--- config.mk ---
export PLATFORM = sky130hd
export DESIGN_NAME = gtimer_top
export DESIGN_NICKNAME = d
export VERILOG_FILES = /design/src/rtl/gtimer_pkg.sv /design/src/rtl/gtimer_sync_pipe.sv /design/src/rtl/gtimer_counter.sv /design/src/rtl/gtimer_compare.sv /design/src/rtl/gtimer_status.sv /design/src/rtl/gtimer_top.sv
export SDC_FILE = /design/constraint.sdc
export NUM_CORES = 1
export LEC_CHECK = 0
export BUFFER_PORTS_ARGS = -buffer_cell sky130_fd_sc_hd__buf_2
export CORE_UTILIZATION = 40
export DETAILED_ROUTE_END_ITERATION = 8
export GPL_TIMING_DRIVEN = 1
export MAX_ROUTING_LAYER = met4
export PLACE_DENSITY = 0.54
export SLEW_MARGIN = 10
export SYNTH_ARGS = -nofsm -noshare
export SYNTH_HDL_FRONTEND = slang
export SYNTH_SLANG_ARGS = --single-unit
--- constraint.sdc ---
create_clock -name clk -period 5.3 [get_ports clk]
set_input_delay 1.325 -clock clk [delete_from_list [all_inputs] [get_ports clk]]
set_output_delay 1.325 -clock clk [all_outputs]
set_load 0.05 [all_outputs]
--- src/rtl/gtimer_pkg.sv ---
// Package: shared widths, register map, control/acknowledge bit positions
// and the write-request type used by the global timer.
// Assumes word addressing and a single 32-bit register port.
package gtimer_pkg;
    localparam int REG_W      = 32;
    localparam int CNT_W      = 2 * REG_W;
    localparam int ADDR_W     = 4;
    localparam int SYNC_DEPTH = 3;
    localparam int N_TRACK    = 6;

    typedef logic [ADDR_W-1:0] addr_t;

    localparam addr_t A_CNT_LO  = 4'h0;
    localparam addr_t A_CNT_HI  = 4'h1;
    localparam addr_t A_CTRL    = 4'h2;
    localparam addr_t A_CMP_LO  = 4'h3;
    localparam addr_t A_CMP_HI  = 4'h4;
    localparam addr_t A_STEP    = 4'h5;
    localparam addr_t A_IRQ_EN  = 4'h6;
    localparam addr_t A_IRQ_ST  = 4'h7;
    localparam addr_t A_ACK     = 4'h8;
    localparam addr_t A_CNT_ACK = 4'h9;

    localparam int CTL_RUN  = 0;
    localparam int CTL_CEN  = 1;
    localparam int CTL_AUTO = 2;

    typedef struct packed {
        logic             vld;
        addr_t            addr;
        logic [REG_W-1:0] data;
    } wreq_t;

    // True for registers that cross the synchronisation delay
    function automatic logic is_synced(addr_t a);
        return a <= A_STEP;
    endfunction

    // Acknowledge slot i belongs to this register
    function automatic addr_t track_addr(int i);
        case (i)
            0:       return A_CNT_LO;
            1:       return A_CNT_HI;
            2:       return A_CTRL;
            3:       return A_CMP_LO;
            4:       return A_CMP_HI;
            default: return A_STEP;
        endcase
    endfunction

    // Register through which acknowledge slot i is read and cleared
    function automatic addr_t track_home(int i);
        return (i < 2) ? A_CNT_ACK : A_ACK;
    endfunction

    // Bit position of acknowledge slot i inside its home register
    function automatic int track_pos(int i);
        case (i)
            0:       return 0;
            1:       return 1;
            2:       return 16;
            3:       return 0;
            4:       return 1;
            default: return 2;
        endcase
    endfunction
endpackage

--- src/rtl/gtimer_sync_pipe.sv ---
// Module: fixed-latency carrier for timing-register writes.
// A request entering on edge k leaves the last stage after edge k+STAGES-1,
// so its target register updates on edge k+STAGES. Assumes STAGES >= 1.
module gtimer_sync_pipe
    import gtimer_pkg::*;
#(
    parameter int STAGES = SYNC_DEPTH
) (
    input  logic  clk,
    input  logic  rst_n,
    input  wreq_t req_i,
    output wreq_t req_o
);
    wreq_t stage_q [STAGES];

    // Shift each request one stage per clock
    always_ff @(posedge clk) begin
        if (!rst_n) begin
            for (int s = 0; s < STAGES; s++) stage_q[s] <= '0;
        end else begin
            stage_q[0] <= req_i;
            for (int s = 1; s < STAGES; s++) stage_q[s] <= stage_q[s-1];
        end
    end

    assign req_o = stage_q[STAGES-1];
endmodule

--- src/rtl/gtimer_counter.sv ---
// Module: control register and 64-bit count.
// A landing half-write replaces that half and suppresses the step for
// that edge. Assumes at most one landing write per cycle.
module gtimer_counter
    import gtimer_pkg::*;
(
    input  logic             clk,
    input  logic             rst_n,
    input  wreq_t            apply_i,
    output logic             run_o,
    output logic             cen_o,
    output logic             auto_o,
    output logic [CNT_W-1:0] cnt_o
);
    logic [2:0]       ctrl_q;
    logic [CNT_W-1:0] cnt_q;
    logic             ctrl_wr, lo_wr, hi_wr;

    assign ctrl_wr = apply_i.vld && (apply_i.addr == A_CTRL);
    assign lo_wr   = apply_i.vld && (apply_i.addr == A_CNT_LO);
    assign hi_wr   = apply_i.vld && (apply_i.addr == A_CNT_HI);

    // Control bits take the landing write
    always_ff @(posedge clk) begin
        if (!rst_n)       ctrl_q <= '0;
        else if (ctrl_wr) ctrl_q <= {apply_i.data[CTL_AUTO], apply_i.data[CTL_CEN],
                                     apply_i.data[CTL_RUN]};
    end

    // Count: load a half, or advance by one while running
    always_ff @(posedge clk) begin
        if (!rst_n)          cnt_q <= '0;
        else if (lo_wr)      cnt_q <= {cnt_q[CNT_W-1:REG_W], apply_i.data};
        else if (hi_wr)      cnt_q <= {apply_i.data, cnt_q[REG_W-1:0]};
        else if (ctrl_q[0])  cnt_q <= cnt_q + 1'b1;
    end

    assign run_o  = ctrl_q[0];
    assign cen_o  = ctrl_q[1];
    assign auto_o = ctrl_q[2];
    assign cnt_o  = cnt_q;
endmodule

--- src/rtl/gtimer_compare.sv ---
// Module: 64-bit comparator with one-shot arming and self-advance.
// Assumes the count and control come from gtimer_counter; a landing
// comparator write takes priority over self-advance on the same edge.
module gtimer_compare
    import gtimer_pkg::*;
(
    input  logic             clk,
    input  logic             rst_n,
    input  wreq_t            apply_i,
    input  logic             cen_i,
    input  logic             auto_i,
    input  logic [CNT_W-1:0] cnt_i,
    output logic [CNT_W-1:0] cmp_o,
    output logic [REG_W-1:0] step_o,
    output logic             match_o
);
    logic [CNT_W-1:0] cmp_q;
    logic [REG_W-1:0] step_q;
    logic             armed_q;
    logic             lo_wr, hi_wr, step_wr, rearm;

    assign lo_wr   = apply_i.vld && (apply_i.addr == A_CMP_LO);
    assign hi_wr   = apply_i.vld && (apply_i.addr == A_CMP_HI);
    assign step_wr = apply_i.vld && (apply_i.addr == A_STEP);
    assign rearm   = lo_wr || hi_wr || (apply_i.vld && (apply_i.addr == A_CTRL));

    assign match_o = armed_q && cen_i && (cnt_i == cmp_q);

    // Comparator value: software load or advance by the step on a match
    always_ff @(posedge clk) begin
        if (!rst_n)                 cmp_q <= '0;
        else if (lo_wr)             cmp_q <= {cmp_q[CNT_W-1:REG_W], apply_i.data};
        else if (hi_wr)             cmp_q <= {apply_i.data, cmp_q[REG_W-1:0]};
        else if (match_o && auto_i) cmp_q <= cmp_q + {{(CNT_W-REG_W){1'b0}}, step_q};
    end

    // Step register
    always_ff @(posedge clk) begin
        if (!rst_n)       step_q <= '0;
        else if (step_wr) step_q <= apply_i.data;
    end

    // Arming: reprogramming arms, a one-shot match disarms
    always_ff @(posedge clk) begin
        if (!rst_n)                  armed_q <= 1'b0;
        else if (rearm)              armed_q <= 1'b1;
        else if (match_o && !auto_i) armed_q <= 1'b0;
    end

    assign cmp_o  = cmp_q;
    assign step_o = step_q;
endmodule

--- src/rtl/gtimer_status.sv ---
// Module: interrupt enable, interrupt status and sticky acknowledge bits.
// Host writes act at the strobe edge; a set on the same edge beats a clear.
module gtimer_status
    import gtimer_pkg::*;
(
    input  logic               clk,
    input  logic               rst_n,
    input  wreq_t              host_i,
    input  wreq_t              apply_i,
    input  logic               match_i,
    output logic               en_o,
    output logic               stat_o,
    output logic [N_TRACK-1:0] track_o
);
    logic en_q, stat_q, stat_clr;

    assign stat_clr = host_i.vld && (host_i.addr == A_IRQ_ST) && host_i.data[0];

    // Interrupt enable follows host writes
    always_ff @(posedge clk) begin
        if (!rst_n)                                     en_q <= 1'b0;
        else if (host_i.vld && host_i.addr == A_IRQ_EN) en_q <= host_i.data[0];
    end

    // Interrupt status: set on match, write-1 clear
    always_ff @(posedge clk) begin
        if (!rst_n) stat_q <= 1'b0;
        else        stat_q <= match_i | (stat_q & ~stat_clr);
    end

    for (genvar i = 0; i < N_TRACK; i++) begin : g_track
        logic bit_q, set_w, clr_w;
        assign set_w = apply_i.vld && (apply_i.addr == track_addr(i));
        assign clr_w = host_i.vld && (host_i.addr == track_home(i))
                       && host_i.data[track_pos(i)];
        // One sticky acknowledge bit per timing register
        always_ff @(posedge clk) begin
            if (!rst_n) bit_q <= 1'b0;
            else        bit_q <= set_w | (bit_q & ~clr_w);
        end
        assign track_o[i] = bit_q;
    end

    assign en_o   = en_q;
    assign stat_o = stat_q;
endmodule

--- src/rtl/gtimer_top.sv ---
// Module: global 64-bit timer with one comparator.
// Timing-register writes go through a fixed-delay pipe; enable, status and
// acknowledge writes act at once. Reads are combinational.
module gtimer_top
    import gtimer_pkg::*;
#(
    parameter int SYNC_STAGES = SYNC_DEPTH
) (
    input  logic              clk,
    input  logic              rst_n,
    input  logic              wr_en,
    input  logic [ADDR_W-1:0] wr_addr,
    input  logic [REG_W-1:0]  wr_data,
    input  logic [ADDR_W-1:0] rd_addr,
    output logic [REG_W-1:0]  rd_data,
    output logic              irq
);
    wreq_t              host_req, sync_req, apply_req;
    logic               run, cen, auto_inc, match, irq_en, irq_stat;
    logic [CNT_W-1:0]   cnt, cmp;
    logic [REG_W-1:0]   step;
    logic [N_TRACK-1:0] track;
    logic               apply_vld;
    addr_t              apply_addr;

    assign host_req = '{vld: wr_en, addr: wr_addr, data: wr_data};
    assign sync_req = '{vld: wr_en && is_synced(wr_addr), addr: wr_addr, data: wr_data};

    gtimer_sync_pipe #(.STAGES(SYNC_STAGES)) u_pipe (
        .clk(clk), .rst_n(rst_n), .req_i(sync_req), .req_o(apply_req)
    );

    assign apply_vld  = apply_req.vld;
    assign apply_addr = apply_req.addr;

    gtimer_counter u_counter (
        .clk(clk), .rst_n(rst_n), .apply_i(apply_req),
        .run_o(run), .cen_o(cen), .auto_o(auto_inc), .cnt_o(cnt)
    );

    gtimer_compare u_compare (
        .clk(clk), .rst_n(rst_n), .apply_i(apply_req), .cen_i(cen),
        .auto_i(auto_inc), .cnt_i(cnt), .cmp_o(cmp), .step_o(step), .match_o(match)
    );

    gtimer_status u_status (
        .clk(clk), .rst_n(rst_n), .host_i(host_req), .apply_i(apply_req),
        .match_i(match), .en_o(irq_en), .stat_o(irq_stat), .track_o(track)
    );

    assign irq = irq_stat & irq_en;

    // Read mux over the register map
    always_comb begin
        rd_data = '0;
        case (rd_addr)
            A_CNT_LO:  rd_data = cnt[REG_W-1:0];
            A_CNT_HI:  rd_data = cnt[CNT_W-1:REG_W];
            A_CTRL:    begin
                rd_data[CTL_RUN]  = run;
                rd_data[CTL_CEN]  = cen;
                rd_data[CTL_AUTO] = auto_inc;
            end
            A_CMP_LO:  rd_data = cmp[REG_W-1:0];
            A_CMP_HI:  rd_data = cmp[CNT_W-1:REG_W];
            A_STEP:    rd_data = step;
            A_IRQ_EN:  rd_data[0] = irq_en;
            A_IRQ_ST:  rd_data[0] = irq_stat;
            A_ACK:     begin
                for (int i = 2; i < N_TRACK; i++) rd_data[track_pos(i)] = track[i];
            end
            A_CNT_ACK: begin
                for (int i = 0; i < 2; i++) rd_data[track_pos(i)] = track[i];
            end
            default:   rd_data = '0;
        endcase
    end
endmodule

* Yosys cells after proc, flatten, opt, wreduce, memory -nomap -nowiden *
Memory sizes are Yosys's and may differ from the RTL's.
Cells that the tools add are included.

storage, ports and cells
  register bits = 172
  memory bits (writable) = 111
  bits of input ports = 43
  output and inout bits = 33
  word-level logic and storage cells = 161
  memories = 1

memories
  name            words  bits a word  rd ports  clocked after Yosys merged registers in  write ports  line                    RTL
  u_pipe.stage_q  3      37           3         0                                        3            gtimer_sync_pipe.sv:14  wreq_t stage_q [STAGES];

operators by class
  $add $sub $neg = 2
  $lt $le $gt $ge = 13
  equality and inequality tests = 21
  multiplexer cells = 38
  bitwise logic cells = 29
  reductions and logical operators = 42

operators by type and width
  operator               count
  $mux 32                8
  $mux 64                4
  $pmux 29 s7            1
  $ge 32x1->1 const B    6
  $lt 32x7->1 const B    6
  $bwmux 32              4
  $mux 37                3
  $add 64x1->64 const B  1
  $add 64x32->64         1
  $and 32x32->32         2
  $eq 64x64->1           1
  $eq 4x3->1 const B     8
  $demux 1 s5            6
  $logic_and 1x1->1      28
  $eq 4x2->1 const B     4
  $eq 4x4->1 const B     4
  $pmux 2 s8             1
  $mux 1                 10
  $or 1x1->1             10
  $pmux 1 s10            1
  $reduce_bool 2->1      5
  $not 1->1              9
  $and 1x1->1            8
  $eq 4x1->1 const B     2
  other kinds (6)        12

* Longest topological paths before layout *
  depth in word-level cells = 11
  gate-level depth with buffers = 12
  gate-level depth less buffers = 11

* Hierarchy *
Synthesis repeated with hierarchy kept, for this count alone.

unflattened totals
  cell total of the unflattened synthesis = 1927
  area total of the unflattened synthesis = 16056.6 µm²

by module, submodules not included
  module            times used  cells each  area an instance (µm²)  sequential area each (µm²)
  gtimer_compare    1           890         6919.1                  1941.9
  gtimer_counter    1           528         3953.8                  1341.3
  gtimer_sync_pipe  1           271         3316.9                  2222.1
  gtimer_top        1           192         1423.9                  0.0
  gtimer_status     1           46          442.9                   160.2

* Least setup slack after synthesis *
No wires, ideal clock.

  path type = input-to-output
  from = in rd_addr[3]
  to = out rd_data[1]
  arrival = 3217 ps
  required time = 3975 ps
  setup slack = 758 ps
  stages = 5
  buffers on the path = 1
  cells stage by stage = clkbuf_1 nor2b_1 nor2b_1 a22oi_1 o21ai_0

on the way
  word-level cells in the longest chain between the ends = 2
  elaborated cells on any way between the ends = 9
  classes of those cells = 7 x eq/ne; 1 x mux; 1 x reduce/logical

ends and longest elaborated chain
  element                                   line              RTL
  start: declaration                        gtimer_top.sv:14  input logic [ADDR_W-1:0] rd_addr,
  $eq 4x4->1, or another cell as far along  --
  $pmux 2 s8 (*)                            gtimer_top.sv:56  case (rd_addr)
  end: declaration                          gtimer_top.sv:15  output logic [REG_W-1:0] rd_data,

Every way passes the cells marked *; elsewhere a longest branch is shown, timed or not.

* Worst setup path in the final report *
  from = in rd_addr[1]
  to = out rd_data[16]

on the way
  word-level cells in the longest chain between the ends = 2
  elaborated cells on any way between the ends = 8
  classes of those cells = 6 x eq/ne; 1 x mux; 1 x reduce/logical

ends and longest elaborated chain
  element                                   line
  $eq 4x4->1, or another cell as far along  --
  $pmux 29 s7 (*)                           gtimer_top.sv:56

Marked as above.

==> impl_results.md <==
* Placed cells at 2,195
* CTS tree: done
* Die ar. at 0.0371 mm²
* Clk sinks at around 280
* Fillers at ~3,500
* Max IR drop VDD at ~0.25 mV
* Sequential-to-total area share from yosys stat at between 30 and 40%
* Hold Path End: u_pipe.stage_q[0][44]
* Hpwl dp at 40,100 µm
* Via count at 13,400
* Final Max Tran Viols at 0
* I/O Pins at 76
* Via density at approximately 6
* GR Overflow Total at 0
* Leak at 6.55 nW
* Cells after Synth at approximately 1,700
* Count of state elements after synthesis at about 280
* Reg2reg path depth at 10
* Largest family of logic cells by synthesized area: simple AND/OR/NAND/NOR gates
* Largest net degree at the start of global routing at approximately 120
* Yosys warns at 0
* Adder-cell share of the synthesized area at about 3.0%
* Core area at roughly 0.036 mm²
* Crit path DAT at around 3 ns
* R2R Setup Slk at ~1.4 ns
* Starting density of the core at between 40 and 50%
* Internal power at approximately 0.0036 W
* Failing checks: design-rule violations
* Routed Antenna Nets at 0
* Worst setup EP type: output pin
* Critical Path Start Type: input port
* Worst Hold Class: register to register
* H-tree level count at 2
* Post-Route Setup TNS at 0 ns
* Wire length of the first global-routing pass at slightly above 80,000 µm
* Asr flop ratio synth at 0%
* Worst setup path start: rd_addr[1]
* Switching share of power at 22.6%
* Combinational group share of total power at 3.2%
* Final Wtd Congestion at between 1 and 1.5
* Ys flop type: dfxtp_1
* Fin nets at 1,847
* RR Endpoint: u_compare.cmp_o[61]
* Layout cells sized above 1 at between 10% and 20%
* Clock-pin slew on the worst setup and hold paths at 0.06 ns
* Worst slew pin tran at 0.881 ns
* RSZ-0062 raised after global routing: no
* Area growth, synth to finish at 12.6%
* Total Wirelength at 55,000 µm
* Hold wc startpoint: u_pipe.stage_q[0][7]
* Fin. Hold Viols at 0
* WP data required at slightly below 4 ns
* Cts-stage hold buffer count at 0
* PD cells at between 200 and 300 mW/mm²
* Vias in the first global route at 12,600
* Critical R2R Launch: u_compare.cmp_o[24]
* Global Route Usage Sum at around 31%
* NetSw at ~0.0011 W
* Syn_nets at approximately 1,800
* Setup violators final at 0
* Fmax at 234 MHz
* Max-cap viol count at 0
* Initial antenna violation count at 1
* Number of synthesized flops with an enable pin at 0
* # port buffers at 75
* 1st-iter DRT viols at 1,446
* Sequential share of power at 47.3%
* FP Rows at 69
* Tcrit/Tclk final at approximately four fifths
* Fin crit period at 4.26 ns
* Crit Path Class: input port to output pin
* Library cells used by synthesis at slightly above 80
* Post-CTS Setup Bufs at 0
* Post-synthesis simple-gate area fraction at 22.8%
* Area fraction in compound gates after synthesis at 22.8%
* Remaining DRCs at 2
* Clock Tree Buf Depth at 3
* Syn Area/Cell at ~8.4 µm²
* Proportion of synthesized area in mux cells at less than 1%
* Crit Path Max Fanout at 29
* Hold Path Stages at 1
* Final Non-Filler Cells at approximately 2,300
* Routed len/inst at 24.4 µm
* Die extent in x at between 150 and 200 µm
* Clk Latency, worst-skew pair at around 0.53 ns
* CTS Root Cell: clkbuf_16
* DIE HEIGHT at between 150 and 200 µm
* Synthesized area at about 0.015 mm²
* Status: complete, but fails checks
* CTS Buf Count at 34
* Xor/xnor cell area share of the yosys netlist at under 10%
* Relative slew slack at 40.8%
* First-pass DRT Iterations at 9
* Cts repair resizes at 0
* Clock power share at 49.5%
* Worst Skew at between 0.02 and 0.025 ns
## power groups by stage
| stage | clock [W] | sequential, W | combinational [W] |
|---|---|---|---|
| final | 0.00230 | 0.00220 | 0.000149 |
| after global routing | 0.00244 | 0.00220 | 0.000164 |
| after CTS | 0.00235 | 0.00220 | 0.000149 |
| after detailed placement | 0 | 0.00225 | 0.000148 |
| after global placement | 0 | 0.00225 | 0.000146 |
| after floorplan | 0 | 0.00222 | 0.000101 |
## cell families after synthesis
family                     count (synthesis)
DFF                                      283
and+or+nand+nor                          637
xor gates and xnor gates                 133
muxes                                      8
adders and majority gates                 34
buffers and inverters                    135
AOI/OAI and AO/OA                        511
## cells in the mapped netlist (32+ instances only)
cell type,count,area share [%]
a21oi_1,155,5.3
a222oi_1,32,2.2
a22oi_1,63,3.3
and2_1,123,5.3
and3_1,33,1.4
clkbuf_1,97,2.5
dfxtp_1,283,39
ha_1,33,2.8
nand2_1,195,5.0
nand3_1,49,1.7
nor2_1,85,2.2
o21ai_0,117,4.0
xnor2_1,41,2.5
xor2_1,92,5.5
## routing by layer
layer  global-route usage (%)  routed length, µm
met3                     3.95               3930
met1                     41.9              24600
met2                     46.4              24500
met4                     11.2               1910
met5                        -                  0
## layout make-up
cell class	count	area [µm²]	area share, %
clock inverter	9	120	0.733
tap	461	577	3.52
sequential	283	5670	34.6
inverter	25	95.1	0.581
timing repair buffer	103	588	3.59
multi-input combinational	1323	8360	51.1
clock buffer	46	967	5.91
antenna	1	2.50	0.0153
## layout by cell type (no fill, tap or decap), types with 6 or more instances in the layout
master	count
dfxtp_1	283
nand2_1	194
a21oi_1	155
and2_1	123
o21ai_0	116
xor2_1	92
nor2_1	84
buf_2	74
a22oi_1	63
nand3_1	49
xnor2_1	41
clkbuf_16	35
and3_1	33
ha_1	33
a222oi_1	32
a211oi_1	30
buf_4	29
nor3_1	27
nand4_1	25
inv_1	23
nor2b_1	19
a21o_1	19
nand2b_1	16
o211ai_1	15
a31oi_1	15
nor4_1	14
or3_1	12
a311oi_1	9
o2bb2ai_1	9
and3_2	6
clkbuf_1	6
## critical path: stages
cell	delay, ns
buf_2	0.20
nand2b_1	0.21
nor3_2	0.05
buf_4	0.24
a22o_1	0.27
nor2_1	0.23
o21ai_0	0.15
buf_2	0.23
## worst max-delay path by stage
stage                        endpoint  slack [ns]  depth (start not counted)
after floorplan            rd_data[1]        0.76                          5
after global routing      rd_data[16]        1.01                          8
after detailed placement  rd_data[16]        1.05                          8
final                     rd_data[16]        1.04                          8
after global placement    rd_data[16]        1.06                          8
after CTS                 rd_data[16]        1.04                          8
## registers in the layout (all words and copies together), names as in the netlist
register / flops
u_status.stat_o: 1
u_compare.step_o: 32
u_pipe.stage_q: 111
u_status.g_track.bit_q: 6
u_counter.cnt_o: 64
u_compare.cmp_o: 64
u_status.en_o: 1
u_counter.ctrl_q: 3
u_compare.armed_q: 1
## stage by stage
stage	setup slack, ns	instance area (µm²)	total power, W	hold WS (ns)	utilization (%)
5_1_grt	1.01	16400	0.00480	0.439	45.9
6_report	1.04	16400	0.00465	0.428	45.9
3_5_place_dp	1.05	15300	0.00239	0.417	42.9
2_1_floorplan	0.758	14500	0.00233	0.412	-
4_1_cts	1.04	16400	0.00470	0.427	45.9
3_3_place_gp	1.06	15300	0.00239	0.413	42.9
(Power assumes the default switching activity.)
